**src/rtl/tpef_pkg.sv**
```systemverilog
// Package: shared types for the filtered timer pin edge detector.
// Assumes: nothing beyond IEEE 1800-2017.
package tpef_pkg;

    // Valid edge selection encoding seen on the edge_sel port.
    typedef enum logic [1:0] {
        SEL_RISE = 2'b00,
        SEL_FALL = 2'b01,
        SEL_BOTH = 2'b10,
        SEL_NONE = 2'b11
    } edge_sel_e;

endpackage

```
**src/rtl/tpef_sync.sv**
```systemverilog
// Module: tpef_sync
// Brings an asynchronous pin into the clk domain through a flop chain.
// Assumes: STAGES >= 2; reset value of the chain is low.
module tpef_sync #(
    parameter int STAGES = 2
) (
    input  logic clk,
    input  logic rst_n,
    input  logic d_async,
    output logic q_sync
);

    logic [STAGES-1:0] chain;

    // Shift the pin through the synchronizer chain.
    always_ff @(posedge clk) begin
        if (!rst_n) begin
            chain <= '0;
        end else begin
            chain <= {chain[STAGES-2:0], d_async};
        end
    end

    assign q_sync = chain[STAGES-1];

endmodule

```
**src/rtl/tpef_filter.sv**
```systemverilog
// Module: tpef_filter
// Samples the synchronized level on a tick chosen by the edge role and
// adopts a new level once SAMPLES consecutive samples agree on it.
// Assumes: SAMPLES >= 2; filtered level resets low.
module tpef_filter #(
    parameter int SAMPLES = 2
) (
    input  logic clk,
    input  logic rst_n,
    input  logic lvl_in,
    input  logic clk_role,
    input  logic half_tick,
    input  logic cnt_tick,
    output logic tick_sel,
    output logic lvl_out
);

    localparam int HIST_W = SAMPLES - 1;

    logic [HIST_W-1:0] hist;
    logic [SAMPLES-1:0] window;
    logic all_hi;
    logic all_lo;

    // Choose the sampling tick from the role of the edge.
    always_comb begin
        tick_sel = clk_role ? half_tick : cnt_tick;
    end

    // Form the window of previous samples plus the current one.
    always_comb begin
        window = {hist, lvl_in};
        all_hi = &window;
        all_lo = ~(|window);
    end

    // Record samples and update the accepted level on agreement.
    always_ff @(posedge clk) begin
        if (!rst_n) begin
            hist    <= '0;
            lvl_out <= 1'b0;
        end else if (tick_sel) begin
            hist <= window[HIST_W-1:0];
            if (all_hi) begin
                lvl_out <= 1'b1;
            end else if (all_lo) begin
                lvl_out <= 1'b0;
            end
        end
    end

endmodule

```
**src/rtl/tpef_edge.sv**
```systemverilog
// Module: tpef_edge
// Compares the filtered level with a reference level and produces
// registered one-cycle edge pulses while the timer is enabled.
// Assumes: reference resets low, so a high level at the very first enable
// reads as a rising edge; after the first enable the reference follows the
// level even while stopped, so re-enabling is silent.
module tpef_edge
    import tpef_pkg::*;
(
    input  logic      clk,
    input  logic      rst_n,
    input  logic      lvl,
    input  logic      tmr_en,
    input  edge_sel_e sel,
    output logic      rise_evt,
    output logic      fall_evt,
    output logic      valid_evt
);

    logic ref_lvl;
    logic seen_en;
    logic rise_c;
    logic fall_c;
    logic valid_c;

    // Detect level differences, gated by the enable.
    always_comb begin
        rise_c = tmr_en &  lvl & ~ref_lvl;
        fall_c = tmr_en & ~lvl &  ref_lvl;
    end

    // Apply the edge selection to the raw edge events.
    always_comb begin
        unique case (sel)
            SEL_RISE: valid_c = rise_c;
            SEL_FALL: valid_c = fall_c;
            SEL_BOTH: valid_c = rise_c | fall_c;
            default:  valid_c = 1'b0;
        endcase
    end

    // Track whether the timer has ever been enabled since reset.
    always_ff @(posedge clk) begin
        if (!rst_n) begin
            seen_en <= 1'b0;
        end else if (tmr_en) begin
            seen_en <= 1'b1;
        end
    end

    // Reference level follows the filtered level once armed.
    always_ff @(posedge clk) begin
        if (!rst_n) begin
            ref_lvl <= 1'b0;
        end else if (tmr_en || seen_en) begin
            ref_lvl <= lvl;
        end
    end

    // Register the event pulses.
    always_ff @(posedge clk) begin
        if (!rst_n) begin
            rise_evt  <= 1'b0;
            fall_evt  <= 1'b0;
            valid_evt <= 1'b0;
        end else begin
            rise_evt  <= rise_c;
            fall_evt  <= fall_c;
            valid_evt <= valid_c;
        end
    end

endmodule

```
**src/rtl/timer_pin_edge_filter.sv**
```systemverilog
// Module: timer_pin_edge_filter (top)
// Synchronizes and noise-filters a timer input pin, then reports rising,
// falling and selected edges as one-cycle pulses.
// Assumes: half_tick and cnt_tick are single-cycle enables from a parent.
module timer_pin_edge_filter #(
    parameter int SYNC_STAGES  = 2,
    parameter int FILT_SAMPLES = 2
) (
    input  logic       clk,
    input  logic       rst_n,
    input  logic       pin_async,
    input  logic       tmr_en,
    input  logic       clk_role,
    input  logic       half_tick,
    input  logic       cnt_tick,
    input  logic [1:0] edge_sel,
    output logic       rise_evt,
    output logic       fall_evt,
    output logic       valid_evt
);

    import tpef_pkg::*;

    logic      pin_sync;
    logic      tick_sel;
    logic      lvl_filt;
    edge_sel_e sel_e;

    // Cast the raw select bits to the shared enum.
    always_comb begin
        sel_e = edge_sel_e'(edge_sel);
    end

    tpef_sync #(.STAGES(SYNC_STAGES)) u_sync (
        .clk     (clk),
        .rst_n   (rst_n),
        .d_async (pin_async),
        .q_sync  (pin_sync)
    );

    tpef_filter #(.SAMPLES(FILT_SAMPLES)) u_filt (
        .clk       (clk),
        .rst_n     (rst_n),
        .lvl_in    (pin_sync),
        .clk_role  (clk_role),
        .half_tick (half_tick),
        .cnt_tick  (cnt_tick),
        .tick_sel  (tick_sel),
        .lvl_out   (lvl_filt)
    );

    tpef_edge u_edge (
        .clk       (clk),
        .rst_n     (rst_n),
        .lvl       (lvl_filt),
        .tmr_en    (tmr_en),
        .sel       (sel_e),
        .rise_evt  (rise_evt),
        .fall_evt  (fall_evt),
        .valid_evt (valid_evt)
    );

endmodule

```
**config.mk**
```make
export PLATFORM = sky130hd
export DESIGN_NAME = timer_pin_edge_filter
export DESIGN_NICKNAME = d
export VERILOG_FILES = /design/src/rtl/tpef_pkg.sv /design/src/rtl/tpef_sync.sv /design/src/rtl/tpef_filter.sv /design/src/rtl/tpef_edge.sv /design/src/rtl/timer_pin_edge_filter.sv
export SDC_FILE = /design/constraint.sdc
export NUM_CORES = 1
export LEC_CHECK = 0
export BUFFER_PORTS_ARGS = -buffer_cell sky130_fd_sc_hd__buf_2
export CORE_AREA = 2 2 39 41
export DETAILED_ROUTE_END_ITERATION = 6
export DIE_AREA = 0 0 41 43
export PLACE_DENSITY = 0.45
export REMOVE_ABC_BUFFERS = 1
export SLEW_MARGIN = 20
export SYNTH_ARGS = -nofsm -noshare
export SYNTH_HDL_FRONTEND = slang
export SYNTH_SLANG_ARGS = --single-unit
```
**constraint.sdc**
```tcl
create_clock -name clk -period 1 [get_ports clk]
set_input_delay 0.1 -clock clk [delete_from_list [all_inputs] [get_ports clk]]
set_output_delay 0.1 -clock clk [all_outputs]
set_load 0.05 [all_outputs]
```
After elaboration in Yosys (flattened, before gate mapping)
Cells that the tools add are included.

Bitwise logic cells: 7. Reduce and logical (&&, ||, !) cells: 5. Mux-type cells: 4. Equality and inequality tests: 3.

Operator list (number): $and 1x1->1 (4); $reduce_and 2->1 (2); $mux 1 (3); $pmux 1 s3 (1); $eq 2x1->1 const B (1); $eq 2x2->1 const B (1); $logic_not 2->1 (1); $ne 2x1->1 const B (1); $not 1->1 (2); $reduce_or 2->1 (1); $logic_or 1x1->1 (1); $or 1x1->1 (1).

Flip-flop bits (word level): 9. Bits of input ports: 9. Output and inout port bits: 3.

Longest topological paths before layout
Gate-level depths: netlist of the first run.

Depth after elaboration: 5. Gate-level depth with buffers: 3. Gate-level depth less buffers: 3.

By module
Synthesis of the first run repeated with hierarchy kept, for this count alone.

Cells, all modules: 29. Area total of the unflattened synthesis: 326.6 um^2.

By module, submodules not included: tpef_edge (times used 1, cells each 15, area an instance 168.9 um^2, sequential area each 100.1 um^2); tpef_filter (times used 1, cells each 10, area an instance 105.1 um^2, sequential area each 40.0 um^2); tpef_sync (times used 1, cells each 4, area an instance 52.6 um^2, sequential area each 40.0 um^2).

Worst setup path after synthesis of the first run
OpenSTA, ideal clock, no wires.

Path kind: reg2reg. Start point: register u_sync.chain[1]. End point: register u_filt.lvl_out. Arrival time: 825 ps. Buffers on the path: 0. Slack: 50 ps. Stages on the path, launching flop included: 4. Setup time: 125 ps. Period minus slack after synthesis: 950 ps. Path through: dfxtp_1 -> ha_1 -> o211ai_1 -> o31ai_1.

Longest elaborated chain between the ends: 3. Elaborated cells between the ends (all ways): 5.

Ends and longest elaborated chain: start, declared (line tpef_sync.sv:13) `logic [STAGES-1:0] chain;`; start signal, assigned (line tpef_sync.sv:20) `chain <= {chain[STAGES-2:0], d_async};`; $reduce_or 2->1 / $reduce_and 2->1 (equally long branches) (line tpef_filter.sv:34, tpef_filter.sv:33); $ne 2x1->1 (no line); $reduce_and 2->1 (no line); end signal, assigned (line tpef_filter.sv:41) `lvl_out <= 1'b0;`; end signal, assigned (line tpef_filter.sv:45) `lvl_out <= 1'b1;`; end signal, assigned (line tpef_filter.sv:47) `lvl_out <= 1'b0;`; end, declared (line tpef_filter.sv:15) `output logic lvl_out`.

Several ways; a longest one is shown, not always the timed one. A chain may end at the register's enable or synchronous reset.

Final worst setup path of the first run
Start point: register u_filt.hist. End point: register u_filt.lvl_out.

Longest elaborated chain between the ends: 3. Elaborated cells between the ends (all ways): 5.

Ends and longest elaborated chain: start, declared (line tpef_filter.sv:20) `logic [HIST_W-1:0] hist;`; start signal, assigned (line tpef_filter.sv:43) `hist <= window[HIST_W-1:0];`; $reduce_or 2->1 / $reduce_and 2->1 (equally long branches) (line tpef_filter.sv:34, tpef_filter.sv:33); $ne 2x1->1 (no line); $reduce_and 2->1 (no line).

Several ways; a longest one is shown, not always the timed one.

==> flow_summary.yaml, run 1 <==
clock_network:
  cts-root-buf: "clkbuf_4"
  cts_sinks: 9
  htreeDepth: 1
  post-cts-setup-buffer-count: 0
  cts_hold_buf: 0
  path_clk_slew_ps: 60
  worstSkewPairLatency_ps: 250
  cts_tree: "yes"
  cts-buffers-inserted: 3
  clk_path_buf_depth: 2
place:
  dp_hpwl_um: 438
  gp_congestion: 0.576
  io_buffers: 11
finish:
  area_growth_pct: 34.8
  num_antenna_cells: 0
  nets: 54
  drive_gt1_share_pct: 48.8
power:
  p_total_uw: 681
  peakVddDrop_v: 0.000589
  power.density_nw_per_um2: 1530
  leakage_uw: 0.000187
global_route:
  grt_max_degree: 10
  grt_pass1_vias: 217
  antenna_found_initial: 0
  grt_pass1_wl_um: 855
  grt-ovfl-total: 0
  grtUsageTotal_pct: 7.68
route:
  drc: 0
  drt_iter0_markers: 0
  ant_nets: 0
  postRouteWirelength_um: 546
  dr_total_vias: 249
  first_pass_iters: 1
  drt-vias-per-instance: 4.22
  wire_per_inst_um: 9.25
synthesis:
  postSynthAreaPerCell_um2: 11.8
  yosys.area.top_type: "dfxtp_1"
  synth_most_common_cell: "dfxtp_1"
  async_flop_share_pct: 0
  syn_area_um2: 330
  synth.top_cells.by_count: "dfxtp_1 (9), and2_1 (2), nand2_1 (2), nor2b_1 (2)"
  synth_enable_flop_cells: 0
  synth_ff_type: "dfxtp_1"
  yosysWarnings: 0
  synthDominantCellAreaShare_pct: 54.5
  ys_ff_latch: 9
  syn_inst: 28
  ys_seq_area_share_pct: 54.5
  synth.distinct_cells: 17
  synthTopCellsByArea: "dfxtp_1 (55%), and4b_4 (4.2%), mux2i_2 (4.2%)"
worst_setup_path:
  path_max_fanout: 2
  regToRegSetupSlack_ps: 60
  cp-start-kind: "register"
  arrival_ps: 1080
  critPathLaunch: "u_filt.hist"
  r2r-start: "u_filt.hist"
  critPathCaptureType: "register"
  cp.required_ps: 1130
  criticalPathCategory: "reg -> reg"
die:
  coreArea_um2: 1380
  start_util_pct: 23.9
  ios: 12
  die_area_um2: 1760
  fp.dieH_um: 43
  rows: 14
  dieWidth_um: 41
timing:
  period_needed_ps: 941
  fmax_mhz: 1060
  fin_crit_sh_pct: 94.1
  rsz0062_at_grt: "no"
  slew_violations: 0
  holdWs_ps: 42.5
  finalSetupViolCount: 0
  tightest_slew_ps: 248
  finalClockSkew_ps: 2.04
  max-slew-margin-rel_pct: 83.1
  finalHoldViolations: 0
hold_path:
  hold_class: "in -> reg"
  min_from: "edge_sel[0]"
run_status:
  status: "finished, final reports clean"
run:
  cap_violations: 0
## state kept, by name, indices dropped and copies added (netlist names)
| signal | flops |
|---|---|
| u_filt.hist | 1 |
| u_sync.chain | 2 |
| u_edge.ref_lvl | 1 |
| u_filt.lvl_out | 1 |
| u_edge.seen_en | 1 |
| u_edge.rise_evt | 1 |
| u_edge.valid_evt | 1 |
| u_edge.fall_evt | 1 |
## worst max-delay path: stages (launching register included)
cell	delay (ps)
dfxtp_1	360
ha_4	210
o211ai_1	160
o31ai_1	90
## layer usage
metal  share of wire (%)  global-route usage [%]  vias up
met5                   0                       0        -
met4                   0                    6.00        0
met3                 9.5                    4.71        0
met2                  46                    10.3       10
met1                  44                    8.22      109
li1                    -                       -      130
## final timing paths
kind              cells past startpoint          endpoint
setup / recovery                      3    u_filt.lvl_out
hold reg to reg                       1   u_sync.chain[1]
hold / removal                        2  u_edge.valid_evt
setup reg to reg                      3    u_filt.lvl_out
## final cells by class
cell class                 count  area [um^2]
clock buffer                   4         26.3
timing repair buffer          11         55.1
multi-input combinational     19          163
tap                           16         20.0
sequential                     9          181
fill                         151          938
## cell families after synthesis
family                   count (synthesis)  share of synthesized area (%)
adder cells (fa/ha/maj)                  1                           3.79
multiplexers                             2                           7.20
flip-flops                               9                           54.5
AO/OA/AOI/OAI                            6                           13.6
AND/OR/NAND/NOR                         10                           20.8
## report_power, final
group	switching, uW	total, uW	internal [uW]
Combinational	19.8	44.4	24.6
Sequential	4.15	371	367
Clock	113	266	153
Total	137	681	544
## cells in the final DEF, fill, tap and decap left out
master,Yosys,routed
buf_2,0,11
dfxtp_1,9,8
clkbuf_4,0,3
nand2_1,2,2
and2_1,2,2
nor2b_1,2,2
and4b_4,1,1
and4b_2,1,1
a21oi_2,1,1
nand3b_1,1,1
o21ai_2,1,1
nor2_1,1,1
o21ai_0,1,1
a21boi_1,1,1
mux2i_2,1,1
mux2i_1,1,1
o211ai_1,1,1
o31ai_1,1,1
ha_4,0,1
clkbuf_1,0,1
dfxtp_2,0,1
## stage by stage
step / util (%) / area [um^2] / setup TNS (ps) / instances / setup WS, ps
finish: 32.2 / 445 / 0 / 59 / 58.6
global route: 32.2 / 445 / 0 / 59 / 11.6
CTS: 31.2 / 432 / 0 / 59 / 8.96
detailed placement: 29.3 / 405 / -5.16 / 55 / -5.16
global placement: 29.3 / 405 / 0 / 55 / 44.4
floorplan: - / 330 / 0 / 28 / 50.2
## timing repair
item | 4_1_cts | 5_1_grt
gates cloned | 0 | 0
endpoints found under the setup margin | 1 | 1
resized for setup | 0 | 2
pin swaps | 2 | 2
(Power assumes the default switching activity.)
==> inputs of run 2 (changes only) <==
Settings changed: ABC_AREA set to 1, PLACE_DENSITY 0.45 to 0.47.
==> flow_summary.yaml, run 2 <==
route:
  wire_per_inst_um: 8.50
  postRouteWirelength_um: 629
  drt_iter0_markers: 7
  first_pass_iters: 6
  drt-vias-per-instance: 4.12
  drc: 0
  dr_total_vias: 305
  ant_nets: 0
synthesis:
  ys_seq_area_share_pct: 52.4
  synthTopCellsByArea: "dfxtp_1 (52%), nand2_1 (12%), inv_1 (8.7%)"
  synth_ff_type: "dfxtp_1"
  synth_most_common_cell: "nand2_1"
  synth.distinct_cells: 14
  postSynthAreaPerCell_um2: 8.00
  synth_enable_flop_cells: 0
  syn_area_um2: 344
  synthDominantCellAreaShare_pct: 52.4
  yosysWarnings: 0
  syn_inst: 43
  async_flop_share_pct: 0
  yosys.area.top_type: "dfxtp_1"
  ys_ff_latch: 9
  synth.top_cells.by_count: "nand2_1 (11), dfxtp_1 (9), inv_1 (8), a21oi_1 (4), nand3_1 (2)"
finish:
  top_register: "u_sync.chain"
  regArea_um2: 180
  final_area_um2: 445
  largest_register_ff_count: 2
  instances_no_fill: 74
  multi_input_area_um2: 130
  num_antenna_cells: 0
  nets: 69
  fillers: 165
  drive_gt1_share_pct: 27.6
  area_growth_pct: 29.5
  final_cell_mix: "nand2_1 (11), buf_2 (11), dfxtp_1 (9)"
timing:
  fin_setup_tns_ps: 0
  finalSetupViolCount: 0
  slew_violations: 0
  period_needed_ps: 913
  fin_crit_sh_pct: 91.3
  finalClockSkew_ps: 3.84
  tightest_slew_ps: 247
  rsz0062_at_grt: "no"
  finalHoldViolations: 0
  fmax_mhz: 1100
  max-slew-margin-rel_pct: 83.7
clock_network:
  cts_sinks: 9
  post-cts-setup-buffer-count: 0
  cts_tree: "yes"
  cts-buffers-inserted: 3
  worstSkewPairLatency_ps: 260
  cts_resized: 0
  cts-root-buf: "clkbuf_4"
  htreeDepth: 1
  path_clk_slew_ps: 60
  cts_hold_buf: 0
  clk_path_buf_depth: 2
worst_setup_path:
  critPathCaptureType: "register"
  arrival_ps: 1070
  crit_chain: "ha_1 > inv_1 > nand3_1 > nand2_1 > nor2_1"
  criticalPathCategory: "reg -> reg"
  cp.required_ps: 1150
  path_max_fanout: 2
  crit_slowest_cell: "dfxtp_1"
  crit_path_max_incr_delay_ps: 310
  path_buf_inv: 1
  cp-start-kind: "register"
  critPathTopFamily: "flip-flops"
global_route:
  grt-ovfl-total: 0
  grt_max_degree: 7
  grt_pass1_vias: 255
  antenna_found_initial: 0
  grtUsageTotal_pct: 8.64
  grt_pass1_wl_um: 979
place:
  gp_congestion: 0.678
  dp_hpwl_um: 476
  dpl_cell_area_um2: 419
  dpl.cell_count: 70
  io_buffers: 11
die:
  start_util_pct: 24.9
  dieWidth_um: 41
  rows: 14
  ios: 12
  coreArea_um2: 1380
  fp.dieH_um: 43
  die_area_um2: 1760
hold_path:
  hold_class: "in -> reg"
run_status:
  status: "finished, final reports clean"
power:
  peakVddDrop_v: 0.000618
  power.density_nw_per_um2: 1670
  leakage_uw: 0.000236
run:
  cap_violations: 0
==> run 2: per-stage QoR <==
stage          hold WS (ps)  util (%)  setup WS [ps]  total power, uW
2_1_floorplan           193         -            110              442
3_3_place_gp            288      30.3           89.2              471
3_5_place_dp            295      30.3           80.0              474
4_1_cts                24.7      32.2           70.8              759
5_1_grt                31.3      32.2           8.15              799
6_report               30.3      32.2           87.4              742
==> run 2: cell families (layout without fill, tap and decap cells) <==
| family | count (synthesis) | in the layout | share of synthesized area (%) |
|---|---|---|---|
| DFF | 9 | 9 | 52.4 |
| xor gates and xnor gates | 1 | 1 | 2.55 |
| AOI/OAI and AO/OA | 5 | 5 | 7.27 |
| adders and majority gates | 1 | 1 | 3.64 |
| and+or+nand+nor | 18 | 18 | 24.4 |
| buffers and inverters | 9 | 24 | 9.82 |
==> run 2: metal layers <==
| layer | GRT usage [%] | up-vias | routed length, um | share of wire (%) |
|---|---|---|---|---|
| met5 | 0 | - | 0 | 0 |
| met1 | 10.3 | 133 | 299 | 48 |
| met3 | 4.71 | 0 | 30 | 4.8 |
| li1 | - | 164 | - | - |
| met2 | 11.3 | 8 | 299 | 48 |
| met4 | 6.00 | 0 | 0 | 0 |
==> run 2: final cells by class <==
class / count / area share, %
multi-input cells: 25 / 29.2
well taps: 16 / 4.49
flip-flops and latches: 9 / 40.4
clock buffers: 4 / 5.90
repair buffers: 11 / 12.4
inverters: 9 / 7.58
==> run 2: worst paths after layout <==
kind | start | end | slack [ps] | cells past startpoint
setup / recovery | u_sync.chain[1] | u_filt.lvl_out | 90 | 5
hold / removal | pin_async | u_sync.chain[0] | 30 | 3
setup reg to reg | u_sync.chain[1] | u_filt.lvl_out | 90 | 5
hold reg to reg | u_sync.chain[0] | u_sync.chain[1] | 410 | 2
==> run 2: tightest hold or removal path, cell delays in order <==
cell	delay [ps]
buf_2	80
nand2_1	40
inv_1	40
==> run 2: report_power, final <==
part / switching [uW] / internal, uW
clock network: 124 / 154
registers: 9.28 / 376
logic: 49.1 / 30.6
==> inputs of run 3 (changes only) <==
Settings changed: RECOVER_POWER set to 100.
==> flow_summary.yaml, run 3 (same netlist as run 2, synthesis figures left out) <==
worst_setup_path:
  crit_chain: "clkbuf_2"
  path_max_fanout: 1
  crit_path_max_incr_delay_ps: 310
  path_buf_inv: 1
  critPathTopFamily: "flip-flops"
  cp-start-kind: "register"
  critPathCaptureType: "primary output"
  cp.required_ps: 900
  arrival_ps: 830
  crit_slowest_cell: "dfxtp_1"
  criticalPathCategory: "reg -> out"
clock_network:
  cts_tree: "yes"
  htreeDepth: 1
  clk_path_buf_depth: 2
  worstSkewPairLatency_ps: 260
  cts_sinks: 9
  cts-buffers-inserted: 3
  path_clk_slew_ps: 60
  cts-root-buf: "clkbuf_4"
  post-cts-setup-buffer-count: 0
  cts_resized: 0
  cts_hold_buf: 0
global_route:
  grt-ovfl-total: 0
  grtUsageTotal_pct: 8.64
  antenna_found_initial: 0
  met1_usage_pct: 10.3
  busiest_layer: "met2"
  met2_usage_pct: 11.3
  grt_pass1_wl_um: 979
  grt_max_degree: 7
  grtUsageMet3_pct: 4.71
  grt_pass1_vias: 255
route:
  postRouteWirelength_um: 628
  wire_per_inst_um: 8.49
  ant_nets: 0
  first_pass_iters: 4
  drc: 0
  dr_total_vias: 312
  drt_iter0_markers: 9
  drt-vias-per-instance: 4.22
timing:
  fin_crit_sh_pct: 92.9
  slew_violations: 0
  finalSetupViolCount: 0
  worst_slack_ps: 70.9
  fmax_mhz: 1080
  fin_setup_tns_ps: 0
  rsz0062_at_grt: "no"
  max-slew-margin-rel_pct: 81.8
  finalClockSkew_ps: 5.27
  period_needed_ps: 929
  tightest_slew_ps: 274
  finalHoldViolations: 0
power:
  leakage_uw: 0.000229
  peakVddDrop_v: 0.000616
  power.density_nw_per_um2: 1680
finish:
  final_common_cell: "nand2_1"
  multi_input_area_um2: 125
  fillers: 167
  instances_no_fill: 74
  nets: 69
  top_register: "u_sync.chain"
  regArea_um2: 180
  drive_gt1_share_pct: 24.1
  largest_register_ff_count: 2
  num_antenna_cells: 0
  final_core_util_pct: 31.7
  area_growth_pct: 27.6
  final_cell_mix: "nand2_1 (11), dfxtp_1 (9), inv_1 (8)"
place:
  dp_hpwl_um: 476
  io_buffers: 11
  gp_congestion: 0.678
  dpl.cell_count: 70
  pre_cts_slack_ps: 80.0
die:
  die_area_um2: 1760
  ios: 12
  fp.dieH_um: 43
  rows: 14
  dieWidth_um: 41
  coreArea_um2: 1380
  start_util_pct: 24.9
run:
  cap_violations: 0
run_status:
  status: "finished, final reports clean"
hold_path:
  hold_class: "in -> reg"
==> run 3: changes by cell type in the layout (fill, tap and decap cells not counted), sizes merged <==
cell | before | now
buf | 11 | 7
clkbuf | 4 | 8
==> run 3: metrics by stage <==
step | total power [uW] | hold WS, ps | instance area (um^2)
3_5_place_dp | 474 | 295 | 419
6_report | 740 | 31.2 | 439
5_1_grt | 797 | 31.3 | 439
4_1_cts | 759 | 24.7 | 445
2_1_floorplan | 442 | 193 | 344
3_3_place_gp | 471 | 288 | 419
==> run 3: report_power, final <==
part / internal, uW / switching (uW)
Clock: 154 / 124
Sequential: 376 / 8.65
Combinational: 29.7 / 48.4
Total: 559 / 181
==> run 3: layout make-up <==
type                            count  share of cell area [%]
Inverter                            9                    7.69
Multi-Input combinational cell     25                    28.5
Timing Repair Buffer               11                    12.3
Sequential cell                     9                    41.0
Tap cell                           16                    4.56
Clock buffer                        4                    5.98
==> run 3: worst min-delay path, cell delays in order <==
cell	delay (ps)
buf_2	80
nand2_1	40
inv_1	40
==> run 3: layer usage <==
metal | wire length (um) | vias up
met5 | 0 | -
li1 | - | 164
met1 | 299 | 140
met3 | 27 | 0
met2 | 301 | 8
met4 | 0 | 0
==> run 3: path summary, 6_finish.rpt <==
path | slack, ps | cells past startpoint | to | startpoint
max reg2reg | 90 | 5 | u_filt.lvl_out | u_sync.chain[1]
min | 30 | 3 | u_sync.chain[0] | pin_async
max | 70 | 1 | valid_evt | u_edge.valid_evt
min reg2reg | 410 | 2 | u_sync.chain[1] | u_sync.chain[0]
